--- src/rtl/cmd_decoder.sv ---
module cmd_decoder (
  input  logic        clk,
  input  logic        rst_n,
  input  logic        fmt_new,
  input  logic        in_valid,
  input  logic [31:0] in_data,
  output logic        in_ready,
  output logic        out_valid,
  input  logic        out_ready,
  output logic [2:0]  out_subch,
  output logic [14:0] out_mthd,
  output logic [31:0] out_data,
  output logic        out_bind,
  output logic        err
);
  localparam int CW = 13;
  localparam int MW = 15;

  logic [CW-1:0] left_q;
  logic [MW-1:0] mthd_q;
  logic [2:0]    sub_q;
  logic          inc_q;

  wire in_burst = left_q != '0;
  wire out_free = !out_valid || out_ready;
  assign in_ready = !in_burst || out_free;

  wire hdr_fire = in_valid && in_ready && !in_burst;
  wire dat_fire = in_valid && in_ready && in_burst;

  wire          hdr_ok   = fmt_new ? (in_data[31:29] == 3'b001) : !in_data[31];
  wire          hdr_inc  = fmt_new ? 1'b1 : !in_data[30];
  wire [CW-1:0] hdr_cnt  = fmt_new ? in_data[28:16] : {1'b0, in_data[29:18]};
  wire [MW-1:0] hdr_mthd = fmt_new ? {in_data[12:0], 2'b00} : {2'b00, in_data[12:0]};

  always_ff @(posedge clk) begin
    if (!rst_n) begin
      left_q    <= '0;
      mthd_q    <= '0;
      sub_q     <= '0;
      inc_q     <= 1'b0;
      out_valid <= 1'b0;
      out_subch <= '0;
      out_mthd  <= '0;
      out_data  <= '0;
      out_bind  <= 1'b0;
      err       <= 1'b0;
    end else begin
      if (hdr_fire) begin
        if (hdr_ok) begin
          left_q <= hdr_cnt;
          mthd_q <= hdr_mthd;
          sub_q  <= in_data[15:13];
          inc_q  <= hdr_inc;
        end else begin
          err <= 1'b1;
        end
      end
      if (dat_fire) begin
        left_q    <= left_q - 1'b1;
        out_valid <= 1'b1;
        out_data  <= in_data;
        out_mthd  <= mthd_q;
        out_subch <= sub_q;
        out_bind  <= (mthd_q == '0);
        if (inc_q) mthd_q <= mthd_q + MW'(4);
      end else if (out_ready) begin
        out_valid <= 1'b0;
      end
    end
  end


  stall_hold_chk: assert property (@(posedge clk) disable iff (!rst_n)
    out_valid && !out_ready |=> out_valid && $stable(out_data) && $stable(out_mthd) && $stable(out_subch));


  err_sticky_chk: assert property (@(posedge clk) disable iff (!rst_n)
    err |=> err);


  bad_hdr_drop_chk: assert property (@(posedge clk) disable iff (!rst_n)
    hdr_fire && !hdr_ok |=> !in_burst && err);


  count_step_chk: assert property (@(posedge clk) disable iff (!rst_n)
    dat_fire |=> left_q == $past(left_q) - 1'b1);


  new_align_chk: assert property (@(posedge clk) disable iff (!rst_n)
    fmt_new && out_valid |-> out_mthd[1:0] == 2'b00);
endmodule

--- config.mk ---
export PLATFORM = sky130hd
export DESIGN_NAME = cmd_decoder
export DESIGN_NICKNAME = d
export VERILOG_FILES = /design/src/rtl/cmd_decoder.sv
export SDC_FILE = /design/constraint.sdc
export NUM_CORES = 1
export LEC_CHECK = 0
export BUFFER_PORTS_ARGS = -buffer_cell sky130_fd_sc_hd__buf_2
export CORE_ASPECT_RATIO = 0.9
export CORE_MARGIN = 4
export CORE_UTILIZATION = 45
export DETAILED_ROUTE_END_ITERATION = 10
export PLACE_DENSITY = 0.68
export SYNTH_ARGS = -nofsm -noshare
export SYNTH_HDL_FRONTEND = slang
export SYNTH_SLANG_ARGS = --single-unit
--- constraint.sdc ---
create_clock -name clk -period 2.5 [get_ports clk]
set_input_delay 0.125 -clock clk [delete_from_list [all_inputs] [get_ports clk]]
set_output_delay 0.125 -clock clk [all_outputs]
set_load 0.03 [all_outputs]
# Yosys cells after proc, flatten, opt, wreduce, memory -nomap -nowiden
# Cells that the tools add are included.
[totals]
regBits = 85
in_bits = 37
[op_classes]
add_sub_neg = 2
n_eq_ne = 1
mux = 13
n_bitwise = 1
n_reduce_logical = 17
[ops]
columns = ["cell", "n"]
rows = [
  ["15-bit 2-to-1 mux", 5],
  ["13-bit 2-to-1 mux", 4],
  ["15-bit by 3-bit adder with 15-bit output, second input constant", 1],
  ["15-bit logical NOT", 1],
  ["13-bit nonzero test", 1],
  ["13-bit by 1-bit subtractor with 13-bit output, second input constant", 1],
  ["2-bit AND reduction", 3],
  ["2-bit nonzero test", 3],
  ["1-bit logical NOT", 4],
  ["1-bit 2-to-1 mux", 4],
  ["3-bit by 1-bit == test with 1-bit output, second input constant", 1],
  ["1-bit logical AND", 3],
  ["1-bit logical OR", 2],
  ["1-bit inverter", 1],
]

# Logic depth before layout (Yosys ltp)
# Gate-level depths: netlist of run 1.
[depth]
word_depth = 8
ltp_mapped = 9
depth_no_buf = 7

# Worst setup path after synthesis of run 1
# OpenSTA, ideal clock, no wires.
[synth_timing]
path_type = "flip-flop to flip-flop"
startpoint = "register left_q[0]"
endpoint = "register mthd_q[13]"
setup_time_ps = 130
arrival_time_ps = 1755
required_time_ps = 2370
slack_ps = 615
path_stages_with_launch = 9
n_path_buf = 1
path_cell_list = "dfxtp_1 -> inv_1 -> ha_1 -> nor2b_1 -> and4_1 -> buf_2 -> or4_1 -> nand4_1 -> o311ai_1"
[synth_between]
elab_chain_len = 8
[synth_rtl]
columns = ["element", "line_no", "rtl"]
rows = [
  ["start, declared", "19", "logic [CW-1:0] left_q;"],
  ["start signal, assigned", "51", "left_q <= hdr_cnt;"],
  ["start signal, assigned", "60", "left_q <= left_q - 1'b1;"],
  ["13-bit nonzero test (*)", "24", "wire in_burst = left_q != '0;"],
  ["1-bit logical NOT", "26, 28", ""],
  ["1-bit logical OR", "26", "assign in_ready = !in_burst || out_free;"],
  ["1-bit logical AND", "28, 29", ""],
  ["1-bit logical AND", "28", "wire hdr_fire = in_valid && in_ready && !in_burst;"],
  ["15-bit 2-to-1 mux", "49", "if (hdr_fire) begin"],
  ["15-bit 2-to-1 mux", "66", "if (inc_q) mthd_q <= mthd_q + MW'(4);"],
  ["15-bit 2-to-1 mux (*)", "59", "if (dat_fire) begin"],
  ["end signal, assigned", "52", "mthd_q <= hdr_mthd;"],
  ["end signal, assigned", "66", ""],
  ["end, declared", "20", "logic [MW-1:0] mthd_q;"],
]
# Every way passes the cells marked *; elsewhere a longest branch is shown, timed or not.
# A chain may end at the register's enable or synchronous reset.

# Final worst setup path of run 1
[layout_timing]
startpoint = "register left_q[0]"
endpoint = "register mthd_q[8]"
# Same word-level chain as after synthesis.

==> results of run 1 <==
[metal layers]
metal | part of all wire | GRT usage | vias up
li1 | - | - | 1861
met1 | 0.48 | 0.310 | 1790
met2 | 0.42 | 0.306 | 167
met3 | 0.079 | 0.0505 | 13
met4 | 0.013 | 0.0610 | 0
met5 | 0 | 0 | -
[sequential cells by signal, indices dropped and copies added, names as in the netlist]
register,flops
out_mthd,15
out_bind,1
left_q,13
err,1
inc_q,1
mthd_q,15
out_data,32
sub_q,3
out_subch,3
out_valid,1
[critical path: cells and delay by family, from the launching register on]
family                     cells  cell delay [ns]
buffers and inverters          1             0.08
AOI/OAI and AO/OA              1             0.10
DFF                            1             0.35
adders and majority gates      1             0.22
muxes                          1             0.27
and+or+nand+nor                3             1.10
[cell families after synthesis]
kind of cell / count (synthesis) / synth area share
buf+inv: 43 / 0.0476
flops: 85 / 0.429
simple gates: 204 / 0.244
xor+xnor: 2 / 0.00441
compound gates: 116 / 0.182
fa+ha+maj: 4 / 0.0126
mux: 31 / 0.0807
[timing repair]
item / CTS / global route
endpoints found under the hold margin: 1 / 0
setup endpoints to repair: 1 / 27
gates resized for setup: 1 / 1
gates cloned: 1 / 0
pin swaps: 1 / 0
buffers inserted: 0 / 0
hold buffers: 1 / 0
[layout make-up]
| type | count | area, um2 |
|---|---|---|
| Inverter | 9 | 33.8 |
| Clock inverter | 3 | 43.8 |
| Fill cell | 850 | 3850 |
| Multi-Input combinational cell | 358 | 2100 |
| Clock buffer | 13 | 149 |
| Timing Repair Buffer | 100 | 541 |
| Sequential cell | 85 | 1700 |
| Tap cell | 119 | 149 |
[metrics by stage]
stage / setup TNS, ns / cells
floorplan: 0 / 485
global placement: 0 / 669
detailed placement: -0.0164 / 669
CTS: 0 / 687
global route: 0 / 687
finish: 0 / 687
[power by group]
part | internal (W) | leakage (nW) | switching [W]
Clock | 0.000493 | 0.0980 | 0.000488
Sequential | 0.00165 | 0.692 | 0.000239
Combinational | 0.000878 | 1.13 | 0.00171
Total | 0.00302 | 1.92 | 0.00244
[worst max-delay path by stage]
stage / start / to / slack, ns
floorplan: left_q[0]$_SDFFE_PN0P_ / mthd_q[13]$_SDFF_PN0_ / 0.62
global route: left_q[0]$_SDFFE_PN0P_ / mthd_q[8]$_SDFF_PN0_ / 0.10
detailed placement: left_q[0]$_SDFFE_PN0P_ / left_q[0]$_SDFFE_PN0P_ / -0.02
finish: left_q[0]$_SDFFE_PN0P_ / mthd_q[8]$_SDFF_PN0_ / 0.22
global placement: left_q[0]$_SDFFE_PN0P_ / left_q[0]$_SDFFE_PN0P_ / 0.08
CTS: left_q[0]$_SDFFE_PN0P_ / out_mthd[0]$_SDFFE_PN0P_ / 0.10
[synthesized netlist by cell type, types with 3 or more instances]
master,number
nand2_1,132
dfxtp_1,85
a21oi_1,66
mux2i_1,23
buf_2,18
nor2_1,14
nand3_1,13
clkbuf_1,12
inv_1,9
mux2_2,8
o22ai_1,8
nor4_1,6
o32a_1,6
nand2b_1,5
nand4_1,5
ha_1,4
nor3_1,4
a31oi_1,3
and3_1,3
o21a_1,3
o21ai_0,3
o31a_1,3
or2_2,3
or4_1,3
[layout by cell type, fill, tap and decap left out, drive strengths merged, types with 3 or more instances in the layout]
master  netlist  final
nand2       132    132
buf          21     99
dfxtp        85     85
a21oi        66     66
mux2i        23     23
nor2         14     15
nand3        14     14
clkbuf       13     13
inv           9     10
nor4          9      9
mux2          8      8
o22ai         8      8
o32a          6      6
nand4         6      6
nand2b        5      5
nor3          5      5
ha            4      4
or2           4      4
o21ai         4      4
and3          3      3
a31oi         3      3
o21a          3      3
o31a          3      3
or4           3      3
==> flow_summary.json, run 1 <==
{
  "run_status": "completed",
  "viasPerCell": 5.58,
  "synth_flop_cell": "dfxtp_1",
  "start_kind": "flip-flop",
  "area_delta_synth_final_pct": 18.9,
  "crit_required_ns": 2.71,
  "nets": 604,
  "synthArstFlopShare": 0,
  "fin_crit_sh": 0.913,
  "peakVddDrop_v": 0.000572,
  "synth_area_um2": 3970,
  "wl_per_cell_um": 16.0,
  "wirelength_um": 11000,
  "fin_ws_ns": 0.218,
  "drive_gt1_frac": 0.239,
  "antenna_found_initial": 0,
  "n_antenna_cell": 0,
  "cp_cell_sequence": "inv_1 -> ha_1 -> nor2b_1 -> and4_1 -> nor2_2 -> mux2i_1 -> o22ai_1",
  "clk_pin_slew_worst_paths_ns": 0.09,
  "syn_area_per_cell_um2": 8.18,
  "place.gp.congestion": 0.854,
  "core_um2": 8570,
  "worstHoldStart": "in_data[15]",
  "hold_end": "sub_q[2]$_SDFFE_PN0P_",
  "tightest_slew_ns": 0.962,
  "start_util": 0.463,
  "drt_iter0_markers": 293,
  "post_dp_cell_area_um2": 4500,
  "yosysTopAreaCell": "dfxtp_1",
  "power_w": 0.00546,
  "final_util": 0.551,
  "synth_nets": 526,
  "finalCriticalPeriod_ns": 2.28,
  "rsz0062_at_grt": "no",
  "clock.fmax_mhz": 438,
  "slew_viol_final": 0,
  "reg2reg_slack_ns": 0.22,
  "reg2regPathDepth": 7,
  "final-hold-violation-count": 0,
  "synth-edff-count": 0,
  "place_ws_ns": -0.0164,
  "vias": 3831,
  "die_width_um": 107,
  "path_max_fanout": 11,
  "slowest_stage": "nor2_2",
  "die_area_um2": 10400,
  "ios": 91,
  "crit_path_end_kind": "flip-flop",
  "crit_type": "reg2reg",
  "grt_pass1_wl_um": 17800,
  "insertion_delay_ns": 0.36,
  "port_buffers": 90,
  "crit_arrival_ns": 2.49,
  "drv_cap": 0,
  "ys_seq_area_frac": 0.429,
  "skew_ns": 0.0101,
  "ys_seq_elements": 85,
  "ys.warnings.count": 0,
  "timing.slew.headroom": 0.357,
  "cts_max_level": 3,
  "whs_ns": 0.0172,
  "hold_depth": 3,
  "power_leakage_nw": 1.92,
  "power_density_nw_per_um2": 1160,
  "ctsRootBufferMaster": "clkbuf_8",
  "grt_max_degree": 56,
  "cts_max_path_buffers": 2,
  "netlist.area_leader.share": 0.429,
  "reg2reg_to": "mthd_q[8]$_SDFF_PN0_",
  "numCtsBuffers": 9,
  "ys_top_cells_by_area": "dfxtp_1 43%, nand2_1 12%, a21oi_1 8.3%, mux2i_1 5.8%, buf_2 2.3%",
  "post-dp-hpwl_um": 7640,
  "postRouteAntennaNets": 0,
  "die_h_um": 97.1,
  "rows": 32,
  "cts_tree": "yes",
  "synth_cell_type_count": 59,
  "syn_inst": 485,
  "grt_pass1_vias": 3522,
  "rr_startpoint": "left_q[0]$_SDFFE_PN0P_",
  "critical-path-max-stage-delay_ns": 0.62,
  "drcViolationCount": 0,
  "hp-class": "in2reg",
  "design_area_um2": 4720,
  "grt.overflow.total": 0,
  "grtUsageTotal": 0.211,
  "firstDrtPassIters": 6,
  "setup-violations-final": 0,
  "clock_sinks": 85
}
Power figures use the tool's default switching activity.
==> inputs of run 2 (changes only) <==
==> config.mk (replaced) <==
export PLATFORM = sky130hd
export DESIGN_NAME = cmd_decoder
export DESIGN_NICKNAME = d
export VERILOG_FILES = /design/src/rtl/cmd_decoder.sv
export SDC_FILE = /design/constraint.sdc
export NUM_CORES = 1
export LEC_CHECK = 0
export ABC_AREA = 1
export CORE_ASPECT_RATIO = 0.9
export CORE_MARGIN = 4
export CORE_UTILIZATION = 45
export DETAILED_ROUTE_END_ITERATION = 10
export DONT_BUFFER_PORTS = 1
export SYNTH_ARGS = -nofsm -noshare
export SYNTH_HDL_FRONTEND = slang
export SYNTH_SLANG_ARGS = --single-unit
==> flow_summary.json, run 2 <==
{
  "run_status": "completed",
  "n_antenna_cell": 0,
  "finalCriticalPeriod_ns": 1.91,
  "reg2reg_slack_ns": 0.59,
  "fin_ws_ns": 0.592,
  "insertion_delay_ns": 0.36,
  "hold_end": "out_data[11]$_SDFFE_PN0P_",
  "synth_area_um2": 4340,
  "power_density_nw_per_um2": 751,
  "grt_pass1_vias": 3662,
  "power_leakage_nw": 2.02,
  "cts_max_level": 3,
  "reg_top3": "out_data (32), mthd_q (15), out_mthd (15)",
  "crit_required_ns": 2.75,
  "crit_path_end_kind": "flip-flop",
  "port_buffers": 0,
  "ctsRootBufferMaster": "clkbuf_8",
  "rows": 33,
  "hold_depth": 2,
  "wirelength_um": 12200,
  "netlist.area_leader.share": 0.392,
  "place_ws_ns": 0.604,
  "die_h_um": 101,
  "post-synth-top-count-cell": "nand2_1",
  "syn_area_per_cell_um2": 7.03,
  "syn_inst": 618,
  "viasPerCell": 5.28,
  "finalSetupTns_ns": 0,
  "ys_top_cells_by_area": "dfxtp_1 39%, nand2_1 15%, a21oi_1 7.0%, nor2_1 6.0%, o21ai_0 5.9%",
  "crit_type": "reg2reg",
  "rsz0062_at_grt": "no",
  "power_w": 0.00365,
  "synth_cell_type_count": 33,
  "synth_nets": 659,
  "drt_iter0_markers": 401,
  "core_um2": 9250,
  "start_util": 0.470,
  "largest_register_ffs": 32,
  "cts_max_path_buffers": 2,
  "postRouteAntennaNets": 0,
  "grt_max_degree": 50,
  "clk_pin_slew_worst_paths_ns": 0.09,
  "worstHoldStart": "in_data[11]",
  "ys_seq_area_frac": 0.392,
  "grt.overflow.total": 0,
  "nets": 674,
  "reg2reg_to": "mthd_q[11]$_SDFF_PN0_",
  "place.gp.congestion": 0.863,
  "vias": 4010,
  "firstDrtPassIters": 5,
  "largest_register": "out_data",
  "drcViolationCount": 0,
  "tightest_slew_ns": 0.862,
  "antenna_found_initial": 0,
  "crit_arrival_ns": 2.16,
  "cts_tree": "yes",
  "drv_cap": 0,
  "reg2regPathDepth": 12,
  "skew_ns": 0.0175,
  "path_max_fanout": 20,
  "ios": 91,
  "synth_flop_cell": "dfxtp_1",
  "slew_viol_final": 0,
  "rr_startpoint": "left_q[0]$_SDFFE_PN0P_",
  "die_width_um": 112,
  "synthArstFlopShare": 0,
  "numCtsBuffers": 9,
  "timing.slew.headroom": 0.425,
  "clock_sinks": 85,
  "synth_top_cells_by_count": "170 x nand2_1, 85 x dfxtp_1, 69 x nor2_1",
  "postCtsSetupBuffers": 0,
  "setup-violations-final": 0,
  "hp-class": "in2reg",
  "die_area_um2": 11300,
  "start_kind": "flip-flop",
  "ys_seq_elements": 85,
  "area_delta_synth_final_pct": 11.8,
  "yosysTopAreaCell": "dfxtp_1",
  "synth-edff-count": 0,
  "clock.fmax_mhz": 524,
  "final_common_cell": "nand2_1",
  "fin_crit_sh": 0.763,
  "ys.warnings.count": 0,
  "post-dp-hpwl_um": 8340,
  "peakVddDrop_v": 0.000384,
  "drive_gt1_frac": 0.0848,
  "grt_pass1_wl_um": 19600,
  "wl_per_cell_um": 16.1,
  "grtUsageTotal": 0.218,
  "final-hold-violation-count": 0,
  "final_cell_mix": "170 x nand2_1, 85 x dfxtp_1, 69 x nor2_1, 61 x a21oi_1, 51 x o21ai_0"
}
[run 2: worst max-delay path: stages (launching register included)]
cell	delay, ns
dfxtp_1	0.39
inv_1	0.10
ha_1	0.23
nand2_1	0.08
nor2_2	0.05
nand2_4	0.09
nand3_4	0.08
inv_4	0.16
nand2_2	0.27
inv_2	0.20
nand2_1	0.07
nand2_1	0.05
nor2_1	0.04
[run 2: stage by stage]
| step | hold WS (ns) | cell area, um2 | cells | utilization |
|---|---|---|---|---|
| detailed placement | 0.259 | 4360 | 712 | 0.471 |
| global route | 0.0101 | 4860 | 759 | 0.525 |
| floorplan | 0.260 | 4340 | 618 | - |
| finish | 0.0173 | 4860 | 759 | 0.525 |
| global placement | 0.256 | 4360 | 712 | 0.471 |
| CTS | 0.000270 | 4850 | 758 | 0.524 |
[run 2: worst max-delay path by stage]
stage,from,endpoint,slack (ns),depth (start not counted)
detailed placement,left_q[0]$_SDFFE_PN0P_,left_q[7]$_SDFFE_PN0P_,0.60,10
global route,left_q[0]$_SDFFE_PN0P_,left_q[0]$_SDFFE_PN0P_,0.31,11
CTS,left_q[0]$_SDFFE_PN0P_,left_q[1]$_SDFFE_PN0P_,0.59,11
finish,left_q[0]$_SDFFE_PN0P_,mthd_q[11]$_SDFF_PN0_,0.59,12
floorplan,left_q[0]$_SDFFE_PN0P_,left_q[2]$_SDFFE_PN0P_,0.89,12
global placement,left_q[0]$_SDFFE_PN0P_,left_q[7]$_SDFFE_PN0P_,0.65,10
[run 2: cell type report]
cell class | instances | area [um2]
clock buffer | 9 | 124
clock inverter | 6 | 47.5
fill | 925 | 4390
inverter | 47 | 179
multi-input combinational | 453 | 2270
sequential | 85 | 1700
tap | 122 | 153
timing repair buffer | 37 | 380
[run 2: repair_timing]
action,in CTS,in global routing
hold endpoints to repair,66,1
resized for setup,0,0
hold buffers,31,1
[run 2: power by group]
part           leakage, nW  switching [W]  internal [W]
logic                 1.25       0.000605      0.000337
clock network       0.0744       0.000541      0.000363
registers            0.696       0.000306       0.00150
total                 2.02        0.00145       0.00220
[run 2: cells by family (layout without fill, tap and decap cells)]
group | count (synthesis) | in the layout | share of synthesized area
and+or+nand+nor | 297 | 297 | 0.307
xor gates and xnor gates | 15 | 15 | 0.0302
DFF | 85 | 85 | 0.392
adders and majority gates | 4 | 4 | 0.0115
buffers and inverters | 80 | 99 | 0.0853
muxes | 8 | 8 | 0.0184
AOI/OAI and AO/OA | 129 | 129 | 0.156
[run 2: metal layers]
layer | vias to the layer above | part of all wire | global-route usage
li1 | 2020 | - | -
met1 | 1796 | 0.49 | 0.323
met2 | 178 | 0.40 | 0.301
met3 | 16 | 0.098 | 0.0669
met4 | 0 | 0.014 | 0.0664
met5 | - | 0 | 0
==> inputs of run 3 (changes only) <==
==> constraint.sdc (replaced) <==
create_clock -name clk -period 1.6 [get_ports clk]
set_input_delay 0.08 -clock clk [delete_from_list [all_inputs] [get_ports clk]]
set_output_delay 0.08 -clock clk [all_outputs]
set_load 0.03 [all_outputs]
==> flow_summary.json, run 3 (synthesized netlist as in run 2, its figures left out) <==
{
  "clock.fmax_mhz": 611,
  "critical-path-max-stage-delay_ns": 0.34,
  "finalCriticalPeriod_ns": 1.64,
  "tightest_slew_ns": 0.538,
  "die_h_um": 101,
  "post-dp-hpwl_um": 9000,
  "path_delay_family": "simple AND/OR/NAND/NOR gates",
  "highest_layer": "met4",
  "cts_tree": "yes",
  "skew_ns": 0.0122,
  "cts_max_path_buffers": 2,
  "grt_pass1_vias": 3889,
  "final_cell_mix": "156 x nand2_1, 81 x dfxtp_1, 59 x nor2_1, 54 x a21oi_1, 42 x inv_1",
  "cts_max_level": 3,
  "cp_cell_sequence": "nor2_4 -> nand2_2 -> nor2_4 -> nand2_4 -> nand3_4 -> clkinv_8 -> nand2_8 -> buf_12 -> nand3_1 -> nand2_1 -> nor2_1",
  "final_util": 0.634,
  "drive_gt1_frac": 0.232,
  "wl_per_cell_um": 16.7,
  "setup-violations-final": 22,
  "grtUsageTotal": 0.223,
  "final_common_cell": "nand2_1",
  "post_dp_cell_area_um2": 4760,
  "run_status": "finished with violations",
  "hold_end": "mthd_q[1]$_SDFFE_PN0P_",
  "timing.critical_path.buf_inv": 2,
  "wirelength_um": 13600,
  "vias": 4361,
  "wl_met2_um": 5710,
  "largest_register": "out_data",
  "n_antenna_cell": 0,
  "grt_max_degree": 45,
  "drv_cap": 0,
  "fin_ws_ns": -0.0376,
  "final-hold-violation-count": 0,
  "violations": "negative setup slack",
  "nets": 732,
  "worst_path_most_repeated_cell": "nor2_4",
  "slew_viol_final": 0,
  "met3WireLength_um": 1310,
  "drcViolationCount": 0,
  "power_leakage_nw": 2.51,
  "path_max_fanout": 7,
  "insertion_delay_ns": 0.35,
  "largest_register_ffs": 32,
  "antenna_found_initial": 0,
  "crit_arrival_ns": 1.89,
  "reg2regPathDepth": 11,
  "power_density_nw_per_um2": 1180,
  "port_buffers": 0,
  "clock_sinks": 85,
  "crit_path_end_kind": "flip-flop",
  "place.gp.congestion": 0.901,
  "drt-met1-wl_um": 6390,
  "hp-class": "in2reg",
  "core_um2": 9250,
  "peakVddDrop_v": 0.000897,
  "worstHoldStart": "fmt_new",
  "grt.overflow.total": 0,
  "slowest_stage": "dfxtp_2",
  "fin_crit_sh": 1.02,
  "postRouteAntennaNets": 0,
  "ios": 91,
  "viasPerCell": 5.34,
  "ctsRootBufferMaster": "clkbuf_8",
  "crit_required_ns": 1.85,
  "numCtsBuffers": 9,
  "rsz0062_at_grt": "yes",
  "start_util": 0.470,
  "timing.slew.headroom": 0.641,
  "grt_pass1_wl_um": 20400,
  "clk_pin_slew_worst_paths_ns": 0.09,
  "firstDrtPassIters": 5,
  "crit_type": "reg2reg",
  "reg_top3": "out_data (32), mthd_q (15), out_mthd (15)",
  "design_area_um2": 5870,
  "die_area_um2": 11300,
  "hold_depth": 3,
  "rr_startpoint": "left_q[3]$_SDFFE_PN0P_",
  "reg2reg_slack_ns": -0.04,
  "reg2reg_to": "mthd_q[3]$_SDFF_PN0_",
  "drt_iter0_markers": 534,
  "die_width_um": 112,
  "rows": 33,
  "start_kind": "flip-flop",
  "area_delta_synth_final_pct": 35.1
}
[run 3: changes by cell type in the layout (fill, tap and decap cells not counted), sizes merged, moves of 2 or more]
| cell | previous run | this run |
|---|---|---|
| buf | 6 | 54 |
| clkbuf | 9 | 16 |
| dlygate4sd3 | 31 | 35 |
| bufinv | 0 | 3 |
| clkinvlp | 4 | 1 |
| inv | 49 | 47 |
[run 3: final cells by class]
class	count	area [um2]
Sequential cell	85	1710
Multi-Input combinational cell	453	2540
Clock buffer	10	128
Inverter	47	189
Timing Repair Buffer	95	1040
Fill cell	801	3380
Clock inverter	5	109
Tap cell	122	153
[run 3: power by group]
part / leakage [nW] / switching (W) / internal (W)
Combinational: 1.70 / 0.00129 / 0.00102
Clock: 0.114 / 0.000788 / 0.00104
Sequential: 0.698 / 0.000469 / 0.00234
Total: 2.51 / 0.00255 / 0.00440
[run 3: worst reg2reg max path, cell delays in order, from the launching register on]
cell and delay, ns:
dfxtp_2 0.34, nor2_4 0.17, nand2_2 0.10, nor2_4 0.13
nand2_4 0.10, nand3_4 0.15, clkinv_8 0.13, nand2_8 0.13
buf_12 0.13, nand3_1 0.07, nand2_1 0.06, nor2_1 0.04
[run 3: timing repair]
item / 4_1_cts / 5_1_grt
pin swaps: 1 / 32
gates cloned: 0 / 6
setup endpoints to repair: 14 / 83
hold endpoints to repair: 67 / 0
hold buffers: 36 / 0
gates resized for setup: 8 / 101
setup buffers: 0 / 6
[run 3: metal layers]
metal  vias up  GRT usage
li1       2139          -
met1      2012      0.326
met2       188      0.328
met3        22     0.0639
met4         0     0.0524
met5         -          0
[run 3: through the flow]
stage | instances | worst slack, ns | hold slack [ns] | total power, W | setup TNS [ns]
floorplan | 618 | 0.0172 | 0.215 | 0.00400 | 0
CTS | 805 | -0.00909 | 0.000314 | 0.00645 | -0.0125
global route | 817 | -0.126 | 0.0117 | 0.00730 | -5.88
detailed placement | 754 | -0.0384 | 0.210 | 0.00452 | -0.0860
global placement | 754 | 0.00566 | 0.207 | 0.00449 | 0
finish | 817 | -0.0376 | 0.00116 | 0.00694 | -0.345
[run 3: worst max path at each step]
| stage | start | endpoint | slack (ns) | cells after the start |
|---|---|---|---|---|
| 3_5_place_dp | left_q[0]$_SDFFE_PN0P_ | mthd_q[8]$_SDFF_PN0_ | -0.04 | 11 |
| 4_1_cts | left_q[0]$_SDFFE_PN0P_ | out_data[20]$_SDFFE_PN0P_ | -0.009 | 10 |
| 5_1_grt | left_q[3]$_SDFFE_PN0P_ | mthd_q[13]$_SDFF_PN0_ | -0.13 | 11 |
| 2_1_floorplan | left_q[0]$_SDFFE_PN0P_ | left_q[2]$_SDFFE_PN0P_ | 0.02 | 12 |
| 6_report | left_q[3]$_SDFFE_PN0P_ | mthd_q[3]$_SDFF_PN0_ | -0.04 | 11 |
| 3_3_place_gp | left_q[0]$_SDFFE_PN0P_ | mthd_q[8]$_SDFF_PN0_ | 0.006 | 11 |
